File: src/rtl/seq16_pkg.sv
package seq16_pkg;

   typedef enum logic [3:0] {
      PH_FETCH  = 4'd0,
      PH_FREAD  = 4'd1,
      PH_FLOAD  = 4'd2,
      PH_DECODE = 4'd3,
      PH_EVAL   = 4'd4,
      PH_OPS    = 4'd5,
      PH_EXEC   = 4'd6,
      PH_STORE  = 4'd7,
      PH_HALT   = 4'd8
   } phase_t;

   localparam logic [3:0] OPC_ADD  = 4'b0001;
   localparam logic [3:0] OPC_AND  = 4'b0101;
   localparam logic [3:0] OPC_LOAD = 4'b0110;
   localparam logic [3:0] OPC_STOR = 4'b0111;
   localparam logic [3:0] OPC_JUMP = 4'b1100;
   localparam logic [3:0] OPC_STOP = 4'b1111;

endpackage

File: src/rtl/seq16_decode.sv
module seq16_decode
   import seq16_pkg::*;
#(
   parameter int WORD_W = 16
) (
   input  logic [WORD_W-1:0] ir,
   output logic [2:0]        f_dst,
   output logic [2:0]        f_src1,
   output logic [2:0]        f_src2,
   output logic              imm_mode,
   output logic [WORD_W-1:0] imm_val,
   output logic [WORD_W-1:0] off_val,
   output logic              is_alu,
   output logic              is_and,
   output logic              is_ld,
   output logic              is_st,
   output logic              is_jmp,
   output logic              is_halt
);
   logic [3:0] opc;

   always_comb begin
      opc      = ir[15:12];
      f_dst    = ir[11:9];
      f_src1   = ir[8:6];
      f_src2   = ir[2:0];
      imm_mode = ir[5];
      imm_val  = {{(WORD_W-5){ir[4]}}, ir[4:0]};
      off_val  = {{(WORD_W-6){ir[5]}}, ir[5:0]};
      is_and   = (opc == OPC_AND);
      is_alu   = (opc == OPC_ADD) || is_and;
      is_ld    = (opc == OPC_LOAD);
      is_st    = (opc == OPC_STOR);
      is_jmp   = (opc == OPC_JUMP);
      is_halt  = (opc == OPC_STOP);
   end
endmodule

File: src/rtl/seq16_alu.sv
module seq16_alu #(
   parameter int WORD_W = 16
) (
   input  logic              sel_and,
   input  logic [WORD_W-1:0] a,
   input  logic [WORD_W-1:0] b,
   output logic [WORD_W-1:0] y
);
   always_comb y = sel_and ? (a & b) : (a + b);
endmodule

File: src/rtl/seq16_regfile.sv
module seq16_regfile #(
   parameter int WORD_W = 16,
   parameter int NREG   = 8
) (
   input  logic                    clk,
   input  logic                    rst,
   input  logic                    we,
   input  logic [$clog2(NREG)-1:0] waddr,
   input  logic [WORD_W-1:0]       wdata,
   input  logic [$clog2(NREG)-1:0] ra0,
   input  logic [$clog2(NREG)-1:0] ra1,
   input  logic [$clog2(NREG)-1:0] ra2,
   output logic [WORD_W-1:0]       rd0,
   output logic [WORD_W-1:0]       rd1,
   output logic [WORD_W-1:0]       rd2
);
   logic [WORD_W-1:0] cells [NREG];

   for (genvar i = 0; i < NREG; i++) begin : g_cell
      logic [WORD_W-1:0] q;
      always_ff @(posedge clk) begin
         if (rst)
            q <= '0;
         else if (we && (waddr == i[$clog2(NREG)-1:0]))
            q <= wdata;
      end
      assign cells[i] = q;
   end

   assign rd0 = cells[ra0];
   assign rd1 = cells[ra1];
   assign rd2 = cells[ra2];
endmodule

File: src/rtl/seq16_core.sv
module seq16_core
   import seq16_pkg::*;
#(
   parameter int WORD_W = 16,
   parameter int NREG   = 8
) (
   input  logic              clk,
   input  logic              rst,
   output logic [WORD_W-1:0] mem_addr,
   output logic [WORD_W-1:0] mem_wdata,
   input  logic [WORD_W-1:0] mem_rdata,
   output logic              mem_rd,
   output logic              mem_wr,
   output logic              halted,
   output logic [3:0]        dbg_phase,
   output logic [WORD_W-1:0] dbg_pc,
   output logic [WORD_W-1:0] dbg_ir
);
   localparam int RA_W = $clog2(NREG);
   localparam logic [WORD_W-1:0] ONE = {{(WORD_W-1){1'b0}}, 1'b1};

   if (WORD_W != 16) begin : g_bad_width
      $error("seq16_core: the instruction encoding needs WORD_W == 16");
   end
   if (NREG != 8) begin : g_bad_nreg
      $error("seq16_core: 3-bit register fields need NREG == 8");
   end

   phase_t            phase_q;
   logic [WORD_W-1:0] pc_q, ir_q, mar_q, mdr_q, opa_q, opb_q, res_q;

   logic [2:0]        f_dst, f_src1, f_src2;
   logic              imm_mode, is_alu, is_and, is_ld, is_st, is_jmp, is_halt;
   logic [WORD_W-1:0] imm_val, off_val;
   logic [WORD_W-1:0] rd0, rd1, rd2, alu_y, wb_data;
   logic              wb_en;

   seq16_decode #(.WORD_W(WORD_W)) u_dec (
      .ir(ir_q), .f_dst(f_dst), .f_src1(f_src1), .f_src2(f_src2),
      .imm_mode(imm_mode), .imm_val(imm_val), .off_val(off_val),
      .is_alu(is_alu), .is_and(is_and), .is_ld(is_ld), .is_st(is_st),
      .is_jmp(is_jmp), .is_halt(is_halt)
   );

   seq16_alu #(.WORD_W(WORD_W)) u_alu (
      .sel_and(is_and), .a(opa_q), .b(opb_q), .y(alu_y)
   );

   assign wb_en   = (phase_q == PH_STORE) && (is_alu || is_ld);
   assign wb_data = is_ld ? mdr_q : res_q;

   seq16_regfile #(.WORD_W(WORD_W), .NREG(NREG)) u_rf (
      .clk(clk), .rst(rst), .we(wb_en), .waddr(RA_W'(f_dst)), .wdata(wb_data),
      .ra0(RA_W'(f_src1)), .ra1(RA_W'(f_src2)), .ra2(RA_W'(f_dst)),
      .rd0(rd0), .rd1(rd1), .rd2(rd2)
   );

   always_ff @(posedge clk) begin
      if (rst) begin
         phase_q <= PH_FETCH;
         pc_q    <= '0;
         ir_q    <= '0;
         mar_q   <= '0;
         mdr_q   <= '0;
         opa_q   <= '0;
         opb_q   <= '0;
         res_q   <= '0;
      end else begin
         case (phase_q)
            PH_FETCH: begin
               mar_q   <= pc_q;
               pc_q    <= pc_q + ONE;
               phase_q <= PH_FREAD;
            end
            PH_FREAD: phase_q <= PH_FLOAD;
            PH_FLOAD: begin
               mdr_q   <= mem_rdata;
               ir_q    <= mem_rdata;
               phase_q <= PH_DECODE;
            end
            PH_DECODE: begin
               if (is_halt)
                  phase_q <= PH_HALT;
               else if (is_alu || is_ld || is_st || is_jmp)
                  phase_q <= PH_EVAL;
               else
                  phase_q <= PH_FETCH;
            end
            PH_EVAL: begin
               if (is_ld || is_st)
                  mar_q <= rd0 + off_val;
               phase_q <= PH_OPS;
            end
            PH_OPS: begin
               opa_q <= rd0;
               opb_q <= imm_mode ? imm_val : rd1;
               if (is_st)
                  mdr_q <= rd2;
               phase_q <= PH_EXEC;
            end
            PH_EXEC: begin
               res_q <= alu_y;
               if (is_ld)
                  mdr_q <= mem_rdata;
               if (is_jmp)
                  pc_q <= rd0;
               phase_q <= PH_STORE;
            end
            PH_STORE: phase_q <= PH_FETCH;
            PH_HALT:  phase_q <= PH_HALT;
            default:  phase_q <= PH_FETCH;
         endcase
      end
   end

   assign mem_addr  = mar_q;
   assign mem_wdata = mdr_q;
   assign mem_rd    = (phase_q == PH_FREAD) || ((phase_q == PH_OPS) && is_ld);
   assign mem_wr    = (phase_q == PH_STORE) && is_st;
   assign halted    = (phase_q == PH_HALT);
   assign dbg_phase = phase_q;
   assign dbg_pc    = pc_q;
   assign dbg_ir    = ir_q;
endmodule

File: config.mk
export PLATFORM = sky130hd
export DESIGN_NAME = seq16_core
export DESIGN_NICKNAME = d
export VERILOG_FILES = /design/src/rtl/seq16_pkg.sv /design/src/rtl/seq16_decode.sv /design/src/rtl/seq16_alu.sv /design/src/rtl/seq16_regfile.sv /design/src/rtl/seq16_core.sv
export SDC_FILE = /design/constraint.sdc
export NUM_CORES = 1
export LEC_CHECK = 0
export ABC_AREA = 1
export BUFFER_PORTS_ARGS = -buffer_cell sky130_fd_sc_hd__buf_2
export CORE_ASPECT_RATIO = 1.4
export CORE_MARGIN = 2
export CORE_UTILIZATION = 55
export DETAILED_ROUTE_END_ITERATION = 8
export PLACE_DENSITY = 0.82
export SLEW_MARGIN = 20
export SYNTH_ARGS = -nofsm -noshare
export SYNTH_HDL_FRONTEND = slang
export SYNTH_HIERARCHICAL = 1
export SYNTH_SLANG_ARGS = --single-unit
File: constraint.sdc
create_clock -name clk -period 2.55 [get_ports clk]
set_input_delay 0.255 -clock clk [delete_from_list [all_inputs] [get_ports clk]]
set_output_delay 0.255 -clock clk [all_outputs]
set_load 0.05 [all_outputs]
==> summary.txt <==
Synth cell types -> 45
DP Wirelength -> 43000 µm
Hold Crit Class -> in2reg
sequential cell area -> 4900 µm²
fin cells -> 3268
Die Ht -> 207 µm
Pwr per Cell Area -> 546 nW/µm²
Final period util -> 0.980
Crit path arrival time -> 3.00 ns
most frequent cells in the layout -> 914 x nand2_1, 411 x nor2_1, 278 x inv_1, 238 x dfxtp_1, 236 x nand3_1
commonest non-fill, non-tap cell in the layout -> nand2_1
number of buffers added on ports -> 88
initial antenna violation count -> 2
Yosys Warn Count -> 6
top_reg_cell synth -> dfxtp_1
Total GRT Usage -> 0.383
chip width -> 149 µm
post-layout min period -> 2.50 ns
RSZ-0062 raised after global routing -> true
Hold Violations, Final -> 0
routability cong. -> 1.02
grt total ovfl -> 0
worst setup path start -> dbg_ir[6]
Area Overhead vs Synth -> 15.3%
Sink Count -> 244
Slew Limit Fails -> 0
mapped cell area -> 16300 µm²
Critical Path RT -> 3.05 ns
DP Area -> 17200 µm²
drt first pass iters -> 7
Worst Max-Slew Pin Slew -> 0.932 ns
Peak VDD IR -> 456 µV
first-pass GRT wire length -> 94000 µm
status -> finished clean
core area -> 29200 µm²
Final Cell Area -> 18700 µm²
total CTS buffers -> 27
Mapped Cells -> 2822
placed insts -> 3201
Post-DRT Antenna Nets -> 0
clk buf depth -> 3
CTS root buffer -> clkbuf_16
pin count of the biggest net entering global routing -> 71
P_leak -> 9.41 nW
vias in the first global route -> 17300
share of cells above drive strength 1 -> 0.130
final WL -> 62100 µm
vias after detailed routing -> 18800
multi-input logic area -> 9530 µm²
drt drc -> 0
CP Max Fanout -> 17
mean area per synthesized cell -> 5.76 µm²
sequential-to-total area share from yosys stat -> 0.301
final setup fails -> 0
num rows -> 74
H-tree depth -> 1
Fmax -> 400 MHz
Post-synth EDFFs -> 0
Mapped Nets -> 2874
nets -> 2918
Avg Vias per Cell -> 5.76
pre-CTS WS -> 0.0490 ns
clk_skew -> 0.0141 ns
WL per Instance -> 19.0 µm
Reg clk slew, reported paths -> 0.07 ns
Initial Util -> 0.557
fraction of registers with async set/reset -> 0
TritonCTS clock tree -> yes
clk_lat worst skew -> 0.57 ns
initial DRC count -> 2066
Critical Path Sink Type -> register
setup ws final -> 0.0516 ns
Reg-to-Reg Start -> dbg_ir[6]
Yosys reg bits -> 244
Max-Slew Margin vs Limit -> 0.378
Die ar. -> 31000 µm²
max-cap viol count -> 0
hold path start -> mem_rdata[8]
I/O Pins -> 89
fillers -> 2730
crit start category -> register
WS Path Type -> reg2reg
## repair_timing
item,4_1_cts,5_1_grt
gates resized for setup,1,75
gates cloned,0,6
hold endpoints to repair,8,0
buffers inserted,0,3
hold buffers,7,0
endpoints found under the setup margin,1,12
pin swaps,0,8
## path summary, 6_finish.rpt
path	slack (ns)	cells after the start	to
max reg2reg	0.05	14	mem_addr[8]
min reg2reg	0.46	2	mem_wdata[4]
max	0.05	14	mem_addr[8]
min	0.03	3	dbg_ir[8]
## sequential cells by signal (all words and copies together), names as in the netlist
signal / count
mem_wdata: 16
opa_q: 16
dbg_phase: 4
opb_q: 16
dbg_pc: 16
u_rf/g_cell.q: 128
res_q: 16
dbg_ir: 16
mem_addr: 16
## cells in the mapped netlist (all sizes together), types with 5 or more instances
library cell	number	area, µm²
buf	111	714
a21oi	99	507
nand3	242	1220
nand2	962	3670
nor3	11	65.1
o21ai	267	1340
ha	32	400
xor2	5	43.8
clkbuf	80	302
inv	302	1140
nand4	5	31.3
a31oi	10	62.6
or2	9	56.3
nor2	421	1620
dfxtp	244	4880
## worst max-delay path: stages (launching register included)
cell and delay (ns):
dfxtp_4 0.52, inv_8 0.08, buf_12 0.16, nand2_1 0.06, nand3_1 0.06, nand2_1 0.11, nand2_1 0.09, nand2_2 0.15
ha_4 0.22, or2_2 0.31, and2_4 0.18, a21oi_1 0.15, xnor2_1 0.13, nand2_1 0.07, a21oi_1 0.12
## logic make-up (layout without fill, tap and decap cells)
logic type	after synthesis	count (layout)	share of synthesized area
AO/OA/AOI/OAI	384	384	0.122
XOR/XNOR	8	8	0.00431
adder cells (fa/ha/maj)	34	34	0.0271
buffers and inverters	495	560	0.133
flip-flops	244	244	0.301
other	0	1	0
AND/OR/NAND/NOR	1657	1657	0.413
## metal layers
layer / routed length [µm] / part of all wire / global-route usage / up-vias
li1: - / - / - / 8840
met1: 21900 / 0.35 / 0.460 / 8522
met2: 28400 / 0.46 / 0.622 / 1137
met3: 6330 / 0.10 / 0.0596 / 313
met4: 5430 / 0.087 / 0.268 / 0
met5: 0 / 0 / 0 / -
## report_power, final
group | total (mW) | internal (mW) | switching, mW
combinational | 1.95 | 0.601 | 1.34
clock | 4.30 | 2.49 | 1.81
sequential | 3.98 | 3.88 | 0.101
total | 10.2 | 6.97 | 3.26
## through the flow
| stage | hold WS, ns | utilization | power [mW] | TNS [ns] |
|---|---|---|---|---|
| global placement | 0.449 | 0.589 | 5.76 | 0 |
| detailed placement | 0.453 | 0.589 | 5.79 | 0 |
| global route | 0.0378 | 0.642 | 10.5 | -0.0579 |
| CTS | 0.00683 | 0.625 | 10.0 | 0 |
| finish | 0.0284 | 0.642 | 10.2 | 0 |
| floorplan | 0.328 | - | 5.29 | -0.0214 |
## cell type report
cell class | instances | share of cell area
Clock buffer | 32 | 0.0392
Tap cell | 380 | 0.0254
Sequential cell | 244 | 0.261
Inverter | 304 | 0.0615
Timing Repair Buffer | 206 | 0.0919
Clock inverter | 18 | 0.0119
Multi-Input combinational cell | 2083 | 0.509
Antenna cell | 1 | 0.000134
(Power assumes the default switching activity.)
